File: src/rtl/vblnmi_pkg.sv
package vblnmi_pkg;
  // number of consecutive clocks flag AND enable must hold before the line drops
  localparam int unsigned QUAL_LEN_DEF = 2;

  typedef struct packed {
    logic start;
    logic stop;
    logic rd;
  } vbl_evt_t;
endpackage

File: src/rtl/vblnmi_flag.sv
module vblnmi_flag
  import vblnmi_pkg::*;
(
  input  logic     clk,
  input  logic     rst,
  input  vbl_evt_t evt,
  output logic     flag_q,
  output logic     rd_val_q
);
  logic arm_q;     // a read happened on the previous clock
  logic set_now;
  logic rd_val;
  logic flag_d;

  assign set_now = evt.start & ~arm_q;
  assign rd_val  = flag_q | set_now;

  always_comb begin
    flag_d = flag_q;
    if (evt.stop)     flag_d = 1'b0;
    else if (evt.rd)  flag_d = 1'b0;
    else if (set_now) flag_d = 1'b1;
  end

  always_ff @(posedge clk) begin
    if (rst) begin
      arm_q    <= 1'b0;
      flag_q   <= 1'b0;
      rd_val_q <= 1'b0;
    end else begin
      arm_q  <= evt.rd;
      flag_q <= flag_d;
      if (evt.rd) rd_val_q <= rd_val;
    end
  end
endmodule

File: src/rtl/vblnmi_enable.sv
module vblnmi_enable (
  input  logic clk,
  input  logic rst,
  input  logic wr,
  input  logic din,
  output logic en_q
);
  always_ff @(posedge clk) begin
    if (rst)     en_q <= 1'b0;
    else if (wr) en_q <= din;
  end
endmodule

File: src/rtl/vblnmi_qual.sv
module vblnmi_qual #(
  parameter int unsigned QUAL_LEN = 2
) (
  input  logic clk,
  input  logic rst,
  input  logic flag,
  input  logic en,
  output logic nmi_n
);
  localparam int unsigned HW = (QUAL_LEN < 2) ? 2 : QUAL_LEN;

  logic [HW-1:0] hist_q;
  logic          prod;

  assign prod = flag & en;

  always_ff @(posedge clk) begin
    if (rst) begin
      hist_q <= '0;
      nmi_n  <= 1'b1;
    end else begin
      hist_q <= {hist_q[HW-2:0], prod};
      nmi_n  <= ~(&hist_q);
    end
  end
endmodule

File: src/rtl/vblnmi_top.sv
module vblnmi_top
  import vblnmi_pkg::*;
#(
  parameter int unsigned QUAL_LEN = QUAL_LEN_DEF
) (
  input  logic clk,
  input  logic rst,
  input  logic vbl_start,
  input  logic vbl_end,
  input  logic status_rd,
  input  logic ctrl_wr,
  input  logic nmi_en_in,
  output logic vbl_flag_rd,
  output logic nmi_n
);
  vbl_evt_t evt;
  logic     flag_q;
  logic     en_q;

  assign evt.start = vbl_start;
  assign evt.stop  = vbl_end;
  assign evt.rd    = status_rd;

  vblnmi_flag flag_i (
    .clk      (clk),
    .rst      (rst),
    .evt      (evt),
    .flag_q   (flag_q),
    .rd_val_q (vbl_flag_rd)
  );

  vblnmi_enable en_i (
    .clk  (clk),
    .rst  (rst),
    .wr   (ctrl_wr),
    .din  (nmi_en_in),
    .en_q (en_q)
  );

  vblnmi_qual #(.QUAL_LEN(QUAL_LEN)) qual_i (
    .clk   (clk),
    .rst   (rst),
    .flag  (flag_q),
    .en    (en_q),
    .nmi_n (nmi_n)
  );
endmodule

File: config.mk
export PLATFORM = sky130hd
export DESIGN_NAME = vblnmi_top
export DESIGN_NICKNAME = d
export VERILOG_FILES = /design/src/rtl/vblnmi_pkg.sv /design/src/rtl/vblnmi_flag.sv /design/src/rtl/vblnmi_enable.sv /design/src/rtl/vblnmi_qual.sv /design/src/rtl/vblnmi_top.sv
export SDC_FILE = /design/constraint.sdc
export NUM_CORES = 1
export LEC_CHECK = 0
export BUFFER_PORTS_ARGS = -buffer_cell sky130_fd_sc_hd__buf_2
export CORE_AREA = 4 4 41 43
export DETAILED_ROUTE_END_ITERATION = 10
export DIE_AREA = 0 0 45 47
export GPL_ROUTABILITY_DRIVEN = 0
export HOLD_SLACK_MARGIN = 0.05
export PLACE_DENSITY = 0.34
export SLEW_MARGIN = 40
export SYNTH_ARGS = -nofsm -noshare
export SYNTH_HDL_FRONTEND = slang
export SYNTH_SLANG_ARGS = --single-unit
File: constraint.sdc
create_clock -name clk -period 0.9 [get_ports clk]
set_input_delay 0.225 -clock clk [delete_from_list [all_inputs] [get_ports clk]]
set_output_delay 0.225 -clock clk [all_outputs]
set_load 0.05 [all_outputs]
==> flow_metrics.py <==
metrics = {
    "synth": {
        "synth_simple_gate_area_share_pct": 19.15,
        "yosysSeqAreaShare_pct": 59.57,
        "synthMuxAreaShare_pct": 4.255,
        "netlist.area_leader.share_pct": 59.57,
        "yosys-top-cells-area": "dfxtp_1 (60%), a2111oi_4 (12%), nand2b_4 (5.9%)",
        "avgSynthCellArea_um2": 12.38,
        "synth_area_um2": 235.2,
        "synth_fp_nets": 26,
        "synth-xor-area-share_pct": 0,
        "ys_ff_latch": 7,
        "syn_inst": 19,
        "synth_cell_types": 9,
        "synth_largest_area_cell": "dfxtp_1",
        "synthAdderAreaFrac_pct": 0,
        "yosys_warnings": 0,
        "synth_compound_area_share_pct": 15.43,
        "synth_top_family_by_area": "simple AND/OR/NAND/NOR gates",
    },
    "worst_setup_path": {
        "cp_slowest_cell": "dfxtp_2",
        "path_class": "register to primary output",
        "start_kind": "register",
        "worst_setup_path_end_kind": "primary output",
        "worstPathRequired_ps": 670,
        "path_buf_inv": 1,
        "crit_fanout": 2,
        "critPathMaxStageDelay_ps": 340,
        "cp_top_family": "flip-flops",
        "arrival_ps": 720,
        "cp_cell_sequence": "buf_8",
    },
    "status": {
        "status": "complete, but fails checks",
        "violations": "setup timing",
    },
    "timing": {
        "setup_viol": 2,
        "worst_slew_pin_slew_ps": 222.5,
        "worst_slack_ps": -46.98,
        "fin_worst_skew_ps": 1.310,
        "maxSlewHeadroom_pct": 85.17,
        "hold-worst-slack_ps": 174.8,
        "final.min_clock_period_ps": 947.0,
        "rsz0062_at_grt": "yes",
        "timing.final.crit_share_pct": 105.2,
        "drv_slew": 0,
        "hold_viol_final": 0,
        "fmax_mhz": 1056,
    },
    "floorplanning": {
        "start_util_pct": 18.08,
        "rows": 13,
        "fp.dieH_um": 47,
        "ios": 9,
        "die_area_mm2": 0.002115,
        "coreArea_mm2": 0.001301,
        "die_w_um": 45,
    },
    "cts": {
        "max-clock-path-buffers": 2,
        "post_cts_buffers": 0,
        "cts_buffers": 3,
        "cts.sinks": 7,
        "htree_num_levels": 1,
        "cts_tree": "done",
        "cts.clk_slew.worst_paths_ps": 50,
        "worstSkewPairLatency_ps": 240,
        "cts_root_buf": "clkbuf_4",
    },
    "power_and_ir_drop": {
        "pwr-share-seq_pct": 49.1,
        "clkPwrFrac_pct": 41.3,
        "swShare_pct": 21.68,
        "pwr_density_cell_mw_per_mm2": 1938,
        "p_leak_nw": 0.1368,
        "switchingPower_uw": 144.1,
        "vdd_drop_max_mv": 0.7963,
        "total_power_uw": 664.6,
        "p_int_uw": 520.5,
        "comb_power_share_pct": 9.7,
    },
    "finish": {
        "fill_cells": 150,
        "final_common_cell": "buf_2",
        "syn2layout_area_growth_pct": 45.74,
        "nNetsFinal": 39,
        "drive_above_1_share_pct": 48.39,
        "diodes": 0,
        "layout.cells.non_filler": 46,
        "final_cell_mix": "buf_2 (6), dfxtp_1 (5), nor2_1 (3), clkbuf_4 (3)",
    },
    "route": {
        "drtIter0Drc": 1,
        "ant_nets": 0,
        "drc": 0,
        "num_vias": 155,
        "vias_per_cell": 3.370,
        "wl_um": 389,
        "wl_per_cell_um": 8.457,
        "firstDrtPassIters": 4,
    },
    "place": {
        "io_buffers": 8,
        "dp.cells": 42,
        "pre_cts_slack_ps": 48.94,
    },
    "global_routing": {
        "grt_pass1_vias": 155,
        "grt_usage_pct": 5.313,
        "antenna_found_initial": 0,
        "overflow": 0,
        "grt_pass1_wl_um": 683,
        "grt_max_degree": 7,
    },
    "run": {
        "cap_violations": 0,
    },
    "worst_hold_path": {
        "holdCritPathClass": "input port to register",
    },
}
==> registers in the layout, summed over array words and instances (netlist names) <==
register         cells
en_i.en_q            1
flag_i.arm_q         1
flag_i.flag_q        1
flag_i.rd_val_q      1
qual_i.hist_q        2
qual_i.nmi_n         1
==> layout make-up <==
class                           count  area, um2  area share (%)
Sequential cell                     7      142.6           41.61
Multi-Input combinational cell     11      91.34           26.64
Timing Repair Buffer                8      60.06           17.52
Clock buffer                        4      26.28           7.664
Tap cell                           15      18.77           5.474
Inverter                            1      3.754           1.095
==> synth_stat cells <==
cell type	count
mux2i_1	1
nor2_1	3
dfxtp_1	7
a311oi_1	1
inv_1	1
nand2_1	2
a2111oi_4	1
nand2b_4	1
nor2b_1	2
==> worst register-to-register path, stage by stage, from the launching register on <==
cell       delay, ps
dfxtp_1          300
nand2b_4         140
a2111oi_4        320
==> power groups by stage <==
stage	sequential (mW)	clock, mW	combinational, mW
after floorplan	0.342	0	0.0201
after global placement	0.331	0	0.0578
after detailed placement	0.331	0	0.0588
after CTS	0.326	0.297	0.0651
after global routing	0.327	0.315	0.0696
final	0.326	0.274	0.0642
==> timing repair <==
| action | 4_1_cts | 5_1_grt |
|---|---|---|
| pin swaps | 0 | 0 |
| cloned | 0 | 0 |
| endpoints found under the setup margin | 2 | 2 |
| gates resized for setup | 7 | 0 |
| hold buffers | 0 | 0 |
==> path summary, 6_finish.rpt <==
check	startpoint	endpoint	slack, ps	cells past startpoint
setup / recovery	flag_i.rd_val_q	vbl_flag_rd	-50	1
setup reg to reg	flag_i.arm_q	flag_i.flag_q	50	2
hold / removal	vbl_end	flag_i.flag_q	170	2
hold reg to reg	qual_i.hist_q[1]	qual_i.nmi_n	360	1
==> cells by family (layout without fill, tap and decap cells) <==
group / Yosys count / after routing
multiplexers: 1 / 1
AND/OR/NAND/NOR: 8 / 8
AO/OA/AOI/OAI: 2 / 2
flip-flops: 7 / 7
buffers and inverters: 1 / 13
==> metrics by stage <==
stage	cell area, um2	TNS, ps	utilization [%]
6_report	342.8	-77.54	26.35
3_5_place_dp	295.3	0	22.69
5_1_grt	342.8	-156.6	26.35
3_3_place_gp	295.3	0	22.69
4_1_cts	342.8	-113.0	26.35
2_1_floorplan	236.5	0	-
==> layer usage <==
layer / up-vias / GRT usage, % / routed length, um
met5: - / 0 / 0
li1: 88 / - / -
met3: 2 / 4.598 / 29
met4: 0 / 5.263 / 8
met1: 60 / 6.207 / 184
met2: 5 / 5.367 / 167
Power figures use the tool's default switching activity.
